## src/rtl/eeprom_slv_pkg.sv

```systemverilog
package eeprom_slv_pkg;
  typedef enum logic [2:0] {
    ST_IDLE,
    ST_CTRL,
    ST_AHI,
    ST_ALO,
    ST_WDATA,
    ST_RDATA
  } state_e;

  localparam logic [3:0] TYPE_CODE = 4'b1010;
endpackage

```

## src/rtl/eeprom_bus_sampler.sv

```systemverilog
module eeprom_bus_sampler #(
  parameter int unsigned SYNC_STAGES = 2
) (
  input  logic clk_i,
  input  logic rst_ni,
  input  logic scl_i,
  input  logic sda_i,
  output logic scl_o,
  output logic sda_o,
  output logic scl_rise_o,
  output logic scl_fall_o,
  output logic start_o,
  output logic stop_o
);
  logic [SYNC_STAGES-1:0] scl_sync, sda_sync;
  logic scl_q, sda_q;

  // bus idles high, so reset to ones
  always_ff @(posedge clk_i or negedge rst_ni) begin
    if (!rst_ni) begin
      scl_sync <= '1;
      sda_sync <= '1;
      scl_q    <= 1'b1;
      sda_q    <= 1'b1;
    end else begin
      scl_sync <= {scl_sync[SYNC_STAGES-2:0], scl_i};
      sda_sync <= {sda_sync[SYNC_STAGES-2:0], sda_i};
      scl_q    <= scl_o;
      sda_q    <= sda_o;
    end
  end

  assign scl_o      = scl_sync[SYNC_STAGES-1];
  assign sda_o      = sda_sync[SYNC_STAGES-1];
  assign scl_rise_o = scl_o & ~scl_q;
  assign scl_fall_o = ~scl_o & scl_q;
  assign start_o    = scl_o & scl_q & sda_q & ~sda_o;
  assign stop_o     = scl_o & scl_q & ~sda_q & sda_o;
endmodule

```

## src/rtl/eeprom_addr_ptr.sv

```systemverilog
module eeprom_addr_ptr #(
  parameter int unsigned ADDR_W  = 12,
  parameter int unsigned BURST_W = 6
) (
  input  logic              clk_i,
  input  logic              rst_ni,
  input  logic              load_i,
  input  logic [ADDR_W-1:0] load_val_i,
  input  logic              inc_burst_i,
  input  logic              inc_full_i,
  output logic [ADDR_W-1:0] ptr_o
);
  logic [ADDR_W-1:0] ptr_q, burst_nxt, full_nxt;

  assign full_nxt = ptr_q + ADDR_W'(1);

  generate
    if (BURST_W >= ADDR_W) begin : g_flat
      assign burst_nxt = full_nxt;
    end else begin : g_win
      logic [BURST_W-1:0] low_nxt;
      assign low_nxt   = ptr_q[BURST_W-1:0] + BURST_W'(1);
      assign burst_nxt = {ptr_q[ADDR_W-1:BURST_W], low_nxt};
    end
  endgenerate

  always_ff @(posedge clk_i or negedge rst_ni) begin
    if (!rst_ni)          ptr_q <= '0;
    else if (load_i)      ptr_q <= load_val_i;
    else if (inc_burst_i) ptr_q <= burst_nxt;
    else if (inc_full_i)  ptr_q <= full_nxt;
  end

  assign ptr_o = ptr_q;
endmodule

```

## src/rtl/eeprom_slave_ctrl.sv

```systemverilog
module eeprom_slave_ctrl
  import eeprom_slv_pkg::*;
#(
  parameter int unsigned ADDR_W      = 12,
  parameter int unsigned BURST_W     = 6,
  parameter int unsigned SYNC_STAGES = 2
) (
  input  logic              clk_i,
  input  logic              rst_ni,
  input  logic              scl_i,
  input  logic              sda_i,
  output logic              sda_oe_o,
  input  logic [2:0]        sel_i,
  input  logic              wcyc_busy_i,
  output logic              wcyc_start_o,
  output logic [ADDR_W-1:0] rd_addr_o,
  input  logic [7:0]        rd_data_i,
  output logic              cache_we_o,
  output logic [ADDR_W-1:0] cache_addr_o,
  output logic [7:0]        cache_data_o
);
  localparam int unsigned HI_W = ADDR_W - 8;
  localparam logic [3:0] LAST_BIT = 4'd8;
  localparam logic [3:0] ACK_BIT  = 4'd9;

  logic scl_s, sda_s, scl_rise, scl_fall, start_det, stop_det;

  eeprom_bus_sampler #(.SYNC_STAGES(SYNC_STAGES)) u_sampler (
    .clk_i      (clk_i),
    .rst_ni     (rst_ni),
    .scl_i      (scl_i),
    .sda_i      (sda_i),
    .scl_o      (scl_s),
    .sda_o      (sda_s),
    .scl_rise_o (scl_rise),
    .scl_fall_o (scl_fall),
    .start_o    (start_det),
    .stop_o     (stop_det)
  );

  state_e            state_q;
  logic [3:0]        bit_cnt;
  logic [7:0]        rx_sh, tx_sh;
  logic [HI_W-1:0]   hi_q;
  logic              rw_q, mack_q, wr_dirty, sda_oe_q;
  logic              cache_we_q, wcyc_q;
  logic [ADDR_W-1:0] cache_addr_q, ptr;
  logic [7:0]        cache_data_q;
  logic              byte_done, ctrl_match;
  logic [2:0]        tx_idx;

  assign byte_done  = scl_fall && (bit_cnt == LAST_BIT) && (state_q != ST_IDLE);
  assign ctrl_match = (rx_sh[7:4] == TYPE_CODE) && (rx_sh[3:1] == sel_i) && !wcyc_busy_i;
  assign tx_idx     = 3'd7 - bit_cnt[2:0];

  eeprom_addr_ptr #(.ADDR_W(ADDR_W), .BURST_W(BURST_W)) u_ptr (
    .clk_i       (clk_i),
    .rst_ni      (rst_ni),
    .load_i      (byte_done && state_q == ST_ALO),
    .load_val_i  ({hi_q, rx_sh}),
    .inc_burst_i (byte_done && state_q == ST_WDATA),
    .inc_full_i  (byte_done && state_q == ST_RDATA),
    .ptr_o       (ptr)
  );

  always_ff @(posedge clk_i or negedge rst_ni) begin
    if (!rst_ni) begin
      state_q      <= ST_IDLE;
      bit_cnt      <= '0;
      rx_sh        <= '0;
      tx_sh        <= '0;
      hi_q         <= '0;
      rw_q         <= 1'b0;
      mack_q       <= 1'b0;
      wr_dirty     <= 1'b0;
      sda_oe_q     <= 1'b0;
      cache_we_q   <= 1'b0;
      cache_addr_q <= '0;
      cache_data_q <= '0;
      wcyc_q       <= 1'b0;
    end else begin
      cache_we_q <= 1'b0;
      wcyc_q     <= 1'b0;
      if (start_det) begin
        state_q  <= ST_CTRL;
        bit_cnt  <= '0;
        sda_oe_q <= 1'b0;
        wr_dirty <= 1'b0;
      end else if (stop_det) begin
        state_q  <= ST_IDLE;
        bit_cnt  <= '0;
        sda_oe_q <= 1'b0;
        wr_dirty <= 1'b0;
        wcyc_q   <= wr_dirty;
      end else if (state_q != ST_IDLE) begin
        if (scl_rise) begin
          if (bit_cnt < LAST_BIT) rx_sh <= {rx_sh[6:0], sda_s};
          else if (bit_cnt == LAST_BIT) mack_q <= ~sda_s;
          if (bit_cnt < ACK_BIT) bit_cnt <= bit_cnt + 4'd1;
        end else if (scl_fall) begin
          if (bit_cnt == LAST_BIT) begin
            // byte complete: open the acknowledge slot
            unique case (state_q)
              ST_CTRL: begin
                if (ctrl_match) begin
                  sda_oe_q <= 1'b1;
                  rw_q     <= rx_sh[0];
                end else begin
                  state_q <= ST_IDLE;
                end
              end
              ST_AHI: begin
                sda_oe_q <= 1'b1;
                hi_q     <= rx_sh[HI_W-1:0];
              end
              ST_ALO: sda_oe_q <= 1'b1;
              ST_WDATA: begin
                sda_oe_q     <= 1'b1;
                cache_we_q   <= 1'b1;
                cache_addr_q <= ptr;
                cache_data_q <= rx_sh;
                wr_dirty     <= 1'b1;
              end
              default: sda_oe_q <= 1'b0;
            endcase
          end else if (bit_cnt == ACK_BIT) begin
            bit_cnt <= '0;
            unique case (state_q)
              ST_CTRL: begin
                if (rw_q) begin
                  state_q  <= ST_RDATA;
                  tx_sh    <= rd_data_i;
                  sda_oe_q <= ~rd_data_i[7];
                end else begin
                  state_q  <= ST_AHI;
                  sda_oe_q <= 1'b0;
                end
              end
              ST_AHI: begin
                state_q  <= ST_ALO;
                sda_oe_q <= 1'b0;
              end
              ST_ALO: begin
                state_q  <= ST_WDATA;
                sda_oe_q <= 1'b0;
              end
              ST_RDATA: begin
                if (mack_q) begin
                  tx_sh    <= rd_data_i;
                  sda_oe_q <= ~rd_data_i[7];
                end else begin
                  state_q  <= ST_IDLE;
                  sda_oe_q <= 1'b0;
                end
              end
              default: sda_oe_q <= 1'b0;
            endcase
          end else if (state_q == ST_RDATA) begin
            sda_oe_q <= ~tx_sh[tx_idx];
          end
        end
      end
    end
  end

  assign sda_oe_o     = sda_oe_q;
  assign wcyc_start_o = wcyc_q;
  assign rd_addr_o    = ptr;
  assign cache_we_o   = cache_we_q;
  assign cache_addr_o = cache_addr_q;
  assign cache_data_o = cache_data_q;
endmodule

```

## config.mk

```make
export PLATFORM = sky130hd
export DESIGN_NAME = eeprom_slave_ctrl
export DESIGN_NICKNAME = d
export VERILOG_FILES = /design/src/rtl/eeprom_slv_pkg.sv /design/src/rtl/eeprom_bus_sampler.sv /design/src/rtl/eeprom_addr_ptr.sv /design/src/rtl/eeprom_slave_ctrl.sv
export SDC_FILE = /design/constraint.sdc
export NUM_CORES = 1
export LEC_CHECK = 0
export BUFFER_PORTS_ARGS = -buffer_cell sky130_fd_sc_hd__buf_2
export CAP_MARGIN = 20
export CORE_UTILIZATION = 28
export DETAILED_ROUTE_END_ITERATION = 7
export GPL_TIMING_DRIVEN = 0
export PLACE_DENSITY = 0.58
export REMOVE_ABC_BUFFERS = 1
export SETUP_SLACK_MARGIN = 0.3
export SYNTH_ARGS = -nofsm -noshare
export SYNTH_HDL_FRONTEND = slang
export SYNTH_SLANG_ARGS = --single-unit
export TNS_END_PERCENT = 5
```

## constraint.sdc

```tcl
create_clock -name clk_i -period 2 [get_ports clk_i]
set_clock_uncertainty 0.1 [all_clocks]
set_input_delay 0 -clock clk_i [delete_from_list [all_inputs] [get_ports clk_i]]
set_output_delay 0 -clock clk_i [all_outputs]
set_load 0.02 [all_outputs]
```

==> metrics.txt, run 1 <==
outcome=complete, but fails checks; violated checks=setup timing; DR pass1 iterations=4; max_cap viols=0; Max-slew headroom=0.668; IO Pins=51; synth cell count leaders=dfrtp_1, mux2_2, mux2_4, nor2_1, o21ai_0; HPWL after DPL=5760 um; RSZ-0062 raised after global routing=true; CTS max path bufs=2; Area Growth Syn to Fin=35.9%; Iter 0 DRT Violations=207; Syn Std Cell Area=between 3000 and 4000 um^2; final hold violation count=0; width of the die=approximately 120 um; fin util=0.395; Total Routing Usage GR=0.141; Port Buf Inserts=50; fraction of layout cells with a size suffix above 1=0.464; diode count=0; Remaining Overflow, GRT=0; CP Data Required Time=~2100 ps; met2 WL=between 4000 and 5000 um; post-synthesis register bit count=71; cell accounting for the most synthesized area=dfrtp_1; Final Wtd Congestion=roughly 0.83; WL met1=roughly 4200 um; DR WL/cell=16.1 um; Power Dens Cells=755 nW/um^2; CORE AREA=between 10000 and 15000 um^2; # rows=41; Top Layer Used=met4; Syn Area/Cell=about 12 um^2; Crit. End Element=flop; number of global-route vias before repair=roughly 2900; WS Path Type=flop to flop; Synth cell types=64; fin nets=approximately 430; global-route wire length before repair=15200 um; hold_ws=0.278 ps; total power=3.83 mW; Max Slew Vio Count=0; CP arrival=2220 ps; Reg area=1790 um^2; root buf cell=clkbuf_16; peak supply drop=0.000331 V; Leak=2.33 nW; Vias/cell=4.90; overall die height=117 um; min Tclk post-route=2100 ps; Fill cells=1240; Setup Viol. Count Final=33; Synthesis Warnings=0; Max FO, Critical Path=8; vias=2837; Setup crit start=bit_cnt[0]; multi-input logic area=2000 um^2; H-tree depth=3; Critical Path Source Type=flop; Initial Util=0.291; share of the synthesized area in the top cell type=0.436; CTS tree=done; Residual DRC=0; reg2reg start=bit_cnt[0]; sequential-to-total area share from yosys stat=0.478; DIE AREA=around 14000 um^2; worst min-delay path class=input pin to async pin; final WL=~9300 um; number of synthesized flops with an enable pin=0; pre-CTS setup slack=-927 ps; Peak Freq=0.476 GHz; final setup margin=-101 ps; top post-synthesis cells by area=dfrtp_1, mux2_4, mux2_2, dfstp_2, ha_1; Synth async-reset ratio=1.00; Post-Syn Instances=311; Clock Latency Late Sink=340 ps; clk slew on worst S/H paths=60 ps; initial antenna violation count=0; Antenna Nets Post-Route=0; placed instance area=4140 um^2; clock sinks=71; top-count cell post-synth=dfrtp_1; top_reg_cell synth=dfrtp_1; fin area=5070 um^2; largest net degree at the start of global routing=48; cts bufs inserted=9; fin crit share=1.05; worst-margin pin slew=a little under 500 ps; met3 wire length=426 um
## registers in the layout, summed over array words and instances, names as in the netlist
signal	count
u_sampler.scl_q	1
state_q	3
rw_q	1
u_ptr.ptr_o	12
cache_addr_o	12
bit_cnt	4
u_sampler.scl_sync	2
rx_sh	8
tx_sh	8
cache_data_o	8
mack_q	1
sda_oe_o	1
wr_dirty	1
u_sampler.sda_q	1
hi_q	4
u_sampler.sda_sync	2
cache_we_o	1
wcyc_start_o	1
## path summary, 6_finish.rpt
path / slack, ps / endpoint / cells past startpoint
max: -100 / state_q[0] / 5
min: 0.3 / tx_sh[5] / 2
max reg2reg: -100 / state_q[0] / 5
min reg2reg: 250 / u_sampler.sda_sync[1] / 0
max in group asynchronous: 1180 / u_sampler.sda_sync[1] / 3
min in group clk_i: 90 / rw_q / 5
## critical path, cell delays in order, from the launching register on
cell and delay, ps:
dfrtp_2 440, or4b_4 650, mux2_4 250, o211a_4 190, nor2_1 50, a221o_1 310
## kinds of logic (layout without fill, tap and decap cells)
family | after synthesis | after routing | synth area share
buffers and inverters | 24 | 119 | 0.0362
AOI/OAI and AO/OA | 69 | 69 | 0.127
xor gates and xnor gates | 5 | 5 | 0.0117
DFF | 71 | 71 | 0.478
and+or+nand+nor | 86 | 87 | 0.149
adders and majority gates | 8 | 8 | 0.0268
muxes | 48 | 48 | 0.171
## power by group
group          switching [mW]  internal, mW
logic                   0.220         0.269
clock network           0.616         0.999
registers               0.182          1.54
total                    1.02          2.81
## metrics by stage
step / setup TNS, ps / instances
after floorplan: -22470 / 295
after global placement: -45650 / 517
after detailed placement: -23930 / 520
after CTS: -1440 / 572
after global routing: -4660 / 579
final: -1930 / 579
## layout make-up
class	count	share of cell area
inverter	8	0.00642
clock buffer	11	0.0479
multi-input combinational	217	0.395
clock inverter	5	0.0113
tap	172	0.0424
sequential	71	0.354
timing repair buffer	95	0.143
## cells in the final DEF, fill, tap and decap left out, types with 3 or more instances in the layout
cell | netlist | routed
a21oi_1 | 14 | 14
and2_1 | 4 | 3
and3_1 | 5 | 5
buf_12 | 0 | 4
buf_2 | 5 | 49
buf_4 | 2 | 22
buf_6 | 4 | 6
clkbuf_16 | 0 | 9
dfrtp_1 | 65 | 58
dfrtp_2 | 0 | 7
dfstp_2 | 6 | 6
dlygate4sd3_1 | 0 | 11
ha_1 | 8 | 5
inv_1 | 8 | 6
mux2_2 | 21 | 11
mux2_4 | 19 | 29
mux2i_1 | 4 | 4
nand2_1 | 7 | 6
nand3_1 | 6 | 6
nand4_1 | 4 | 4
nor2_1 | 17 | 16
nor2b_1 | 9 | 7
nor3_1 | 5 | 3
nor3_4 | 0 | 4
nor3b_1 | 7 | 6
nor4b_4 | 2 | 3
o211ai_1 | 3 | 3
o21ai_0 | 15 | 9
o21ai_1 | 6 | 11
o2bb2ai_1 | 5 | 5
xnor2_1 | 4 | 4
## what timing repair did
item,CTS,global route
resized for setup,46,22
hold buffers,11,0
pin swaps,17,18
setup buffers,22,7
endpoints found under the setup margin,64,64
hold endpoints to repair,75,0
gates cloned,3,0
## per-layer routing
| metal | GRT usage | vias up |
|---|---|---|
| li1 | - | 1336 |
| met3 | 0.0331 | 13 |
| met5 | 0 | - |
| met2 | 0.227 | 70 |
| met1 | 0.179 | 1418 |
| met4 | 0.0625 | 0 |
No activity file was read; power rests on OpenSTA's default activity.
==> run 2, diff against run 1 <==
--- a/config.mk
+++ b/config.mk
@@ -15,5 +15,6 @@
 export SETUP_SLACK_MARGIN = 0.3
 export SYNTH_ARGS = -nofsm -noshare
 export SYNTH_HDL_FRONTEND = slang
+export SYNTH_HIERARCHICAL = 1
 export SYNTH_SLANG_ARGS = --single-unit
 export TNS_END_PERCENT = 5
==> run 2 against run 1 <==
- the run still ends with setup timing left
- worst setup slack worse by 100 ps
- critical path depth unchanged
- die area down 4.3%
- critical endpoint is now tx_sh[2]
==> metrics.txt, run 2 <==
outcome=complete, but fails checks; violated checks=setup timing; root buf cell=clkbuf_16; CP max stage cell=or4_4; Antenna Nets Post-Route=0 (unchanged); Syn Area/Cell=12.3 um^2 (+2.2%); Setup Viol. Count Final=39 (+18%); Synth cell types=60 (-6.3%); crit-path max cell delay=660 ps (about the same); worst hold path stage count=4; DIE AREA=13200 um^2 (-4.3%); CTS tree=done; sequential-to-total area share from yosys stat=0.500 (+0.0216); Total Routing Usage GR=0.136 (-0.00464); cts bufs inserted=9 (unchanged); r2r setup slk=-210 ps (-100 ps); top_reg_cell synth=dfrtp_1; max_cap viols=0 (unchanged); Vias/cell=4.89 (about the same); clock sinks=71 (unchanged); peak supply drop=0.000446 V (+35%); Final Wtd Congestion=0.846 (+1.4%); # rows=40 (-2.4%); worst-margin pin slew=896 ps (+402 ps); met2 WL=4070 um (-10%); Residual DRC=0 (unchanged); Critical Path Source Type=flop; most frequent cells in the layout=dfrtp_1, buf_2, mux2_4; met3 wire length=439 um (+3.1%); Post-Layout Cell Count=552 (-4.7%); Max Slew Vio Count=0 (unchanged); Remaining Overflow, GRT=0 (unchanged); width of the die=115 um (-2.2%); Area Growth Syn to Fin=32.2%; Synthesis Warnings=6 (+6); WL met1=3720 um (-11%); Max FO, Critical Path=8 (unchanged); Syn Std Cell Area=3570 um^2 (-4.3%); Reg-to-Reg End=tx_sh[2]; Clock Latency Late Sink=330 ps (about the same); diode count=0 (unchanged); fin crit share=1.10 (+0.0524); post-synthesis register bit count=71 (unchanged); CP Data Required Time=2110 ps (about the same); initial antenna violation count=0 (unchanged); Post-Syn Instances=291 (-6.4%); global-route wire length before repair=13700 um (-10%); min Tclk post-route=2210 ps (+105 ps); H-tree depth=3 (unchanged); CP Cell Sequence=nor2b_4, and2b_2, nand2_2, or4_4, mux2_4; final WL=8330 um (-11%); fin nets=402 (-5.6%); Reg area=1790 um^2 (about the same); worst min-delay path class=input pin to flop; final setup margin=-206 ps (-105 ps); crit-path leading delay family=simple AND/OR/NAND/NOR gates; WP buf/inv=0 (unchanged); CP arrival=2320 ps (+100 ps); CTS max path bufs=2 (unchanged); Crit. End Element=flop; worst hold path startpoint=wcyc_busy_i; synth cell count leaders=dfrtp_1, mux2_4, nand2_1, nor2_1, mux2_2; fin area=4720 um^2 (-6.9%); hold worst-path end=sda_oe_o; Initial Util=0.292 (+0.00139); clk slew on worst S/H paths=50 ps (about the same); Port Buf Inserts=50 (unchanged); leading cell type in the layout, fill and taps excluded=dfrtp_1; fraction of layout cells with a size suffix above 1=0.469 (+0.00438); CORE AREA=12200 um^2 (-4.8%); overall die height=115 um (-2.2%); Cells after DPL=501 (-3.7%); share of the synthesized area in the top cell type=0.456 (+0.0197); largest net degree at the start of global routing=72 (+50%); HPWL after DPL=5130 um (-11%); Power Dens Cells=835 nW/um^2 (+11%); Peak Freq=0.453 GHz (-4.8%); DR WL/cell=15.1 um (-6.2%); placed instance area=3980 um^2 (-3.9%); Synth async-reset ratio=1.00 (unchanged); number of global-route vias before repair=2686 (-6.5%); number of synthesized flops with an enable pin=0 (unchanged); Max-slew headroom=0.403 (-0.266); IO Pins=51 (unchanged); top post-synthesis cells by area=dfrtp_1, mux2_4, mux2_2, dfstp_2, nand2_1; final hold violation count=0 (unchanged); Fill cells=1214 (-2.1%); DR pass1 iterations=4 (unchanged); WS Path Type=flop to flop; Iter 0 DRT Violations=144 (-30%); top-count cell post-synth=dfrtp_1; Leak=2.24 nW (-3.8%); cell accounting for the most synthesized area=dfrtp_1; multi-input logic area=1810 um^2 (-9.6%); RSZ-0062 raised after global routing=true; hold_ws=89.4 ps (+89.2 ps); setup TNS=-3270 ps (-1340 ps); pre-CTS setup slack=-766 ps (+161 ps); reg2reg start=u_sampler/scl_q; Top Layer Used=met4; R2R cell count=5 (unchanged); vias=2702 (-4.8%)
-- run 2: per-stage QoR --
step / total power, mW / util
final: 3.94 / 0.387
after global routing: 4.14 / 0.387
after CTS: 3.96 / 0.384
after detailed placement: 2.29 / 0.326
after global placement: 2.27 / 0.325
after floorplan: 2.09 / -
-- run 2: where the power goes --
group / total, mW / switching [mW] / internal, mW
logic: 0.611 / 0.294 / 0.317
clock network: 1.54 / 0.558 / 0.979
registers: 1.80 / 0.219 / 1.58
total: 3.94 / 1.07 / 2.87
-- run 2: worst reg2reg max path: cells and delay by family, from the launching register on --
| kind | cells | cell delay, ps |
|---|---|---|
| mux | 1 | 340 |
| simple gates | 4 | 1080 |
| flops | 1 | 570 |
-- run 2: what timing repair did --
action                     4_1_cts  5_1_grt
setup buffers                   24        0
resized for setup               38       14
pin swaps                       16        7
setup endpoints to repair       64       64
hold endpoints to repair        75        0
cloned                           2        0
hold buffers                    11        0
-- run 2: final cells by class --
type	count	share of cell area
Timing Repair Buffer	86	0.120
Sequential cell	71	0.380
Timing Repair inverter	1	0.00159
Tap cell	168	0.0445
Multi-Input combinational cell	201	0.384
Clock inverter	4	0.0101
Inverter	11	0.00954
Clock buffer	10	0.0506
-- run 2: worst max path at each step --
stage                          start        endpoint  cells past startpoint
2_1_floorplan             bit_cnt[0]  u_ptr/ptr_o[3]                      6
3_3_place_gp              bit_cnt[0]  u_ptr/ptr_o[9]                      6
3_5_place_dp              bit_cnt[0]  u_ptr/ptr_o[9]                      7
4_1_cts        u_sampler/sda_sync[1]        tx_sh[2]                      5
5_1_grt                   bit_cnt[2]  u_ptr/ptr_o[8]                      6
6_report             u_sampler/scl_q        tx_sh[2]                      5
-- run 2: logic make-up after synthesis --
logic type	share of synthesized area
adder cells (fa/ha/maj)	0.0175
AO/OA/AOI/OAI	0.0971
buffers and inverters	0.0273
flip-flops	0.500
AND/OR/NAND/NOR	0.156
XOR/XNOR	0.0172
multiplexers	0.185
-- run 2: layer usage --
layer,track usage,up-vias
met5,0,-
met4,0.0563,0
met3,0.0453,11
met2,0.215,76
met1,0.171,1345
li1,-,1270
==> run 3, diff against run 2 <==
--- a/config.mk
+++ b/config.mk
@@ -8,9 +8,10 @@
 export BUFFER_PORTS_ARGS = -buffer_cell sky130_fd_sc_hd__buf_2
 export CAP_MARGIN = 20
 export CORE_UTILIZATION = 28
+export CTS_CLUSTER_DIAMETER = 200
 export DETAILED_ROUTE_END_ITERATION = 7
 export GPL_TIMING_DRIVEN = 0
-export PLACE_DENSITY = 0.58
+export PLACE_DENSITY = 0.57
 export REMOVE_ABC_BUFFERS = 1
 export SETUP_SLACK_MARGIN = 0.3
 export SYNTH_ARGS = -nofsm -noshare
==> constraint.sdc (replaced) <==
create_clock -name clk_i -period 2.5 [get_ports clk_i]
set_clock_uncertainty 0.1 [all_clocks]
set_input_delay 0 -clock clk_i [delete_from_list [all_inputs] [get_ports clk_i]]
set_output_delay 0 -clock clk_i [all_outputs]
set_load 0.02 [all_outputs]
==> run 3 against run 2 <==
- the run now ends clean
- maximum frequency is 0.77% higher
- design area shrank 2.1%
- die area stayed put
- critical path type unchanged
- highest routed layer unchanged
==> metrics.txt, run 3 (synthesis gave the netlist of run 2 again) <==
Total Routing Usage GR=0.130 (-0.00640); min Tclk post-route=2190 ps (-16.9 ps); Power Dens Cells=679 nW/um^2 (-19%); RSZ-0062 raised after global routing=true; CTS max path bufs=2 (unchanged); max_cap viols=0 (unchanged); width of the die=115 um (unchanged); diode count=0 (unchanged); worst-margin pin slew=905 ps (+8.50 ps); sequential share of power=0.459 (+0.004); initial antenna violation count=0 (unchanged); DIE AREA=13200 um^2 (unchanged); Leak=2.20 nW (-1.8%); final setup margin=311 ps (+517 ps); vias=2663 (-1.4%); global-route wire length before repair=13200 um (-3.0%); Max Slew Vio Count=0 (unchanged); Final Wtd Congestion=0.868 (+2.6%); Iter 0 DRT Violations=144 (unchanged); fin nets=396 (-1.5%); Peak Freq=0.457 GHz (+0.77%); outcome=complete, no violations; met3 Use GR=0.0411 (-0.00422); peak supply drop=0.000374 V (-16%); worst min-delay path class=input pin to flop; fraction of layout cells with a size suffix above 1=0.438 (-0.0308); Remaining Overflow, GRT=0 (unchanged); Port Buf Inserts=50 (unchanged); Clock Latency Late Sink=340 ps (about the same); most frequent cells in the layout=dfrtp_1, buf_2, mux2_4; leading cell type in the layout, fill and taps excluded=dfrtp_1; H-tree depth=3 (unchanged); met2 GRT Util=0.205 (-0.0100); Comb pwr share=0.141 (-0.014); IO Pins=51 (unchanged); Vias/cell=4.87 (-0.54%); clk slew on worst S/H paths=50 ps (about the same); Setup Viol. Count Final=0 (-100%); Max FO, Critical Path=7 (-1); Sw Ratio=0.271 (-0.000672); # rows=40 (unchanged); WS Path Type=flop to flop; M1 GR Usage=0.163 (-0.00741); Clk pwr share=0.400 (+0.010); Antenna Nets Post-Route=0 (unchanged); largest net degree at the start of global routing=72 (unchanged); clock sinks=71 (unchanged); Area Growth Syn to Fin=29.5%; CTS tree=done; root buf cell=clkbuf_16; CP Data Required Time=2660 ps (+550 ps); fin crit share=0.876 (-0.227); Critical Path Source Type=flop; Residual DRC=0 (unchanged); DR WL/cell=14.4 um (-4.7%); fin util=0.378 (-0.00809); CP arrival=2350 ps (+30 ps); GRT busiest layer=met2; final WL=7870 um (-5.5%); DR pass1 iterations=4 (unchanged); final hold violation count=0 (unchanged); net switching power=0.851 mW (-21%); overall die height=115 um (unchanged); number of global-route vias before repair=2642 (-1.6%); Initial Util=0.292 (unchanged); Fill cells=1224 (+0.82%); setup TNS=0 ps (+3270 ps); CORE AREA=12200 um^2 (unchanged); cts bufs inserted=9 (unchanged); pre-CTS setup slack=-220 ps (+546 ps); Int Power=2.29 mW (-20%); HPWL after DPL=5110 um (-0.53%); Crit. End Element=flop; Max-slew headroom=0.397 (-0.00566); total power=3.14 mW (-20%)
==> run 3: changes by cell type in the layout (fill, tap and decap cells not counted), sizes merged <==
cell / change
buf: -5
clkbuf: +2
clkinvlp: -1
nand3: -1
==> run 3: through the flow <==
step / hold slack (ps) / area, um^2 / std cells
CTS: 95.1 / 4530 / 537
floorplan: -396 / 3510 / 282
global route: 111 / 4620 / 547
finish: 108 / 4620 / 547
global placement: 7.78 / 3970 / 500
detailed placement: 11.7 / 3980 / 501
==> run 3: timing repair <==
item	4_1_cts	5_1_grt
gates cloned	0	1
pin swaps	4	11
hold buffers	11	0
resized for setup	24	8
setup endpoints to repair	54	44
buffers inserted	10	9
endpoints found under the hold margin	75	0
==> run 3: power by group through the flow <==
stage	clock network (mW)	logic [mW]	registers, mW
floorplan	0	0.274	1.40
global placement	0	0.354	1.47
detailed placement	0	0.360	1.47
CTS	1.30	0.416	1.45
global route	1.35	0.490	1.47
finish	1.26	0.442	1.44
==> run 3: per-layer routing <==
metal / share of wire / vias to the layer above / routed length, um
li1: - / 1257 / -
met1: 0.47 / 1325 / 3710
met2: 0.46 / 65 / 3640
met3: 0.040 / 16 / 318
met4: 0.024 / 0 / 192
met5: 0 / - / 0
==> run 3: path summary, 6_finish.rpt <==
check / start / to / slack, ps / depth (start not counted)
setup / recovery: bit_cnt[0] / u_ptr/ptr_o[5] / 310 / 6
hold / removal: wcyc_busy_i / sda_oe_o / 110 / 4
setup reg to reg: bit_cnt[0] / u_ptr/ptr_o[5] / 310 / 6
hold reg to reg: u_sampler/scl_sync[0] / u_sampler/scl_sync[1] / 260 / 0
max in group asynchronous: rst_ni / bit_cnt[2] / 1400 / 2
min in group asynchronous: rst_ni / cache_addr_o[7] / 220 / 2
==> run 3: area by class of cell <==
cell class,instances,area (um^2),share of cell area
clock inverters,3,43.8,0.00947
repair inverters,1,7.51,0.00162
inverters,11,45.0,0.00975
clock buffers,12,246,0.0533
flip-flops and latches,71,1790,0.387
multi-input cells,200,1760,0.381
well taps,168,210,0.0455
repair buffers,81,517,0.112
==> run 3: worst max-delay path, cell delays in order, from the launching register on <==
cell	delay, ps
dfrtp_2	470
nor4b_4	380
and3_4	280
and2_4	200
nor2_4	50
or4_1	490
a31oi_1	130
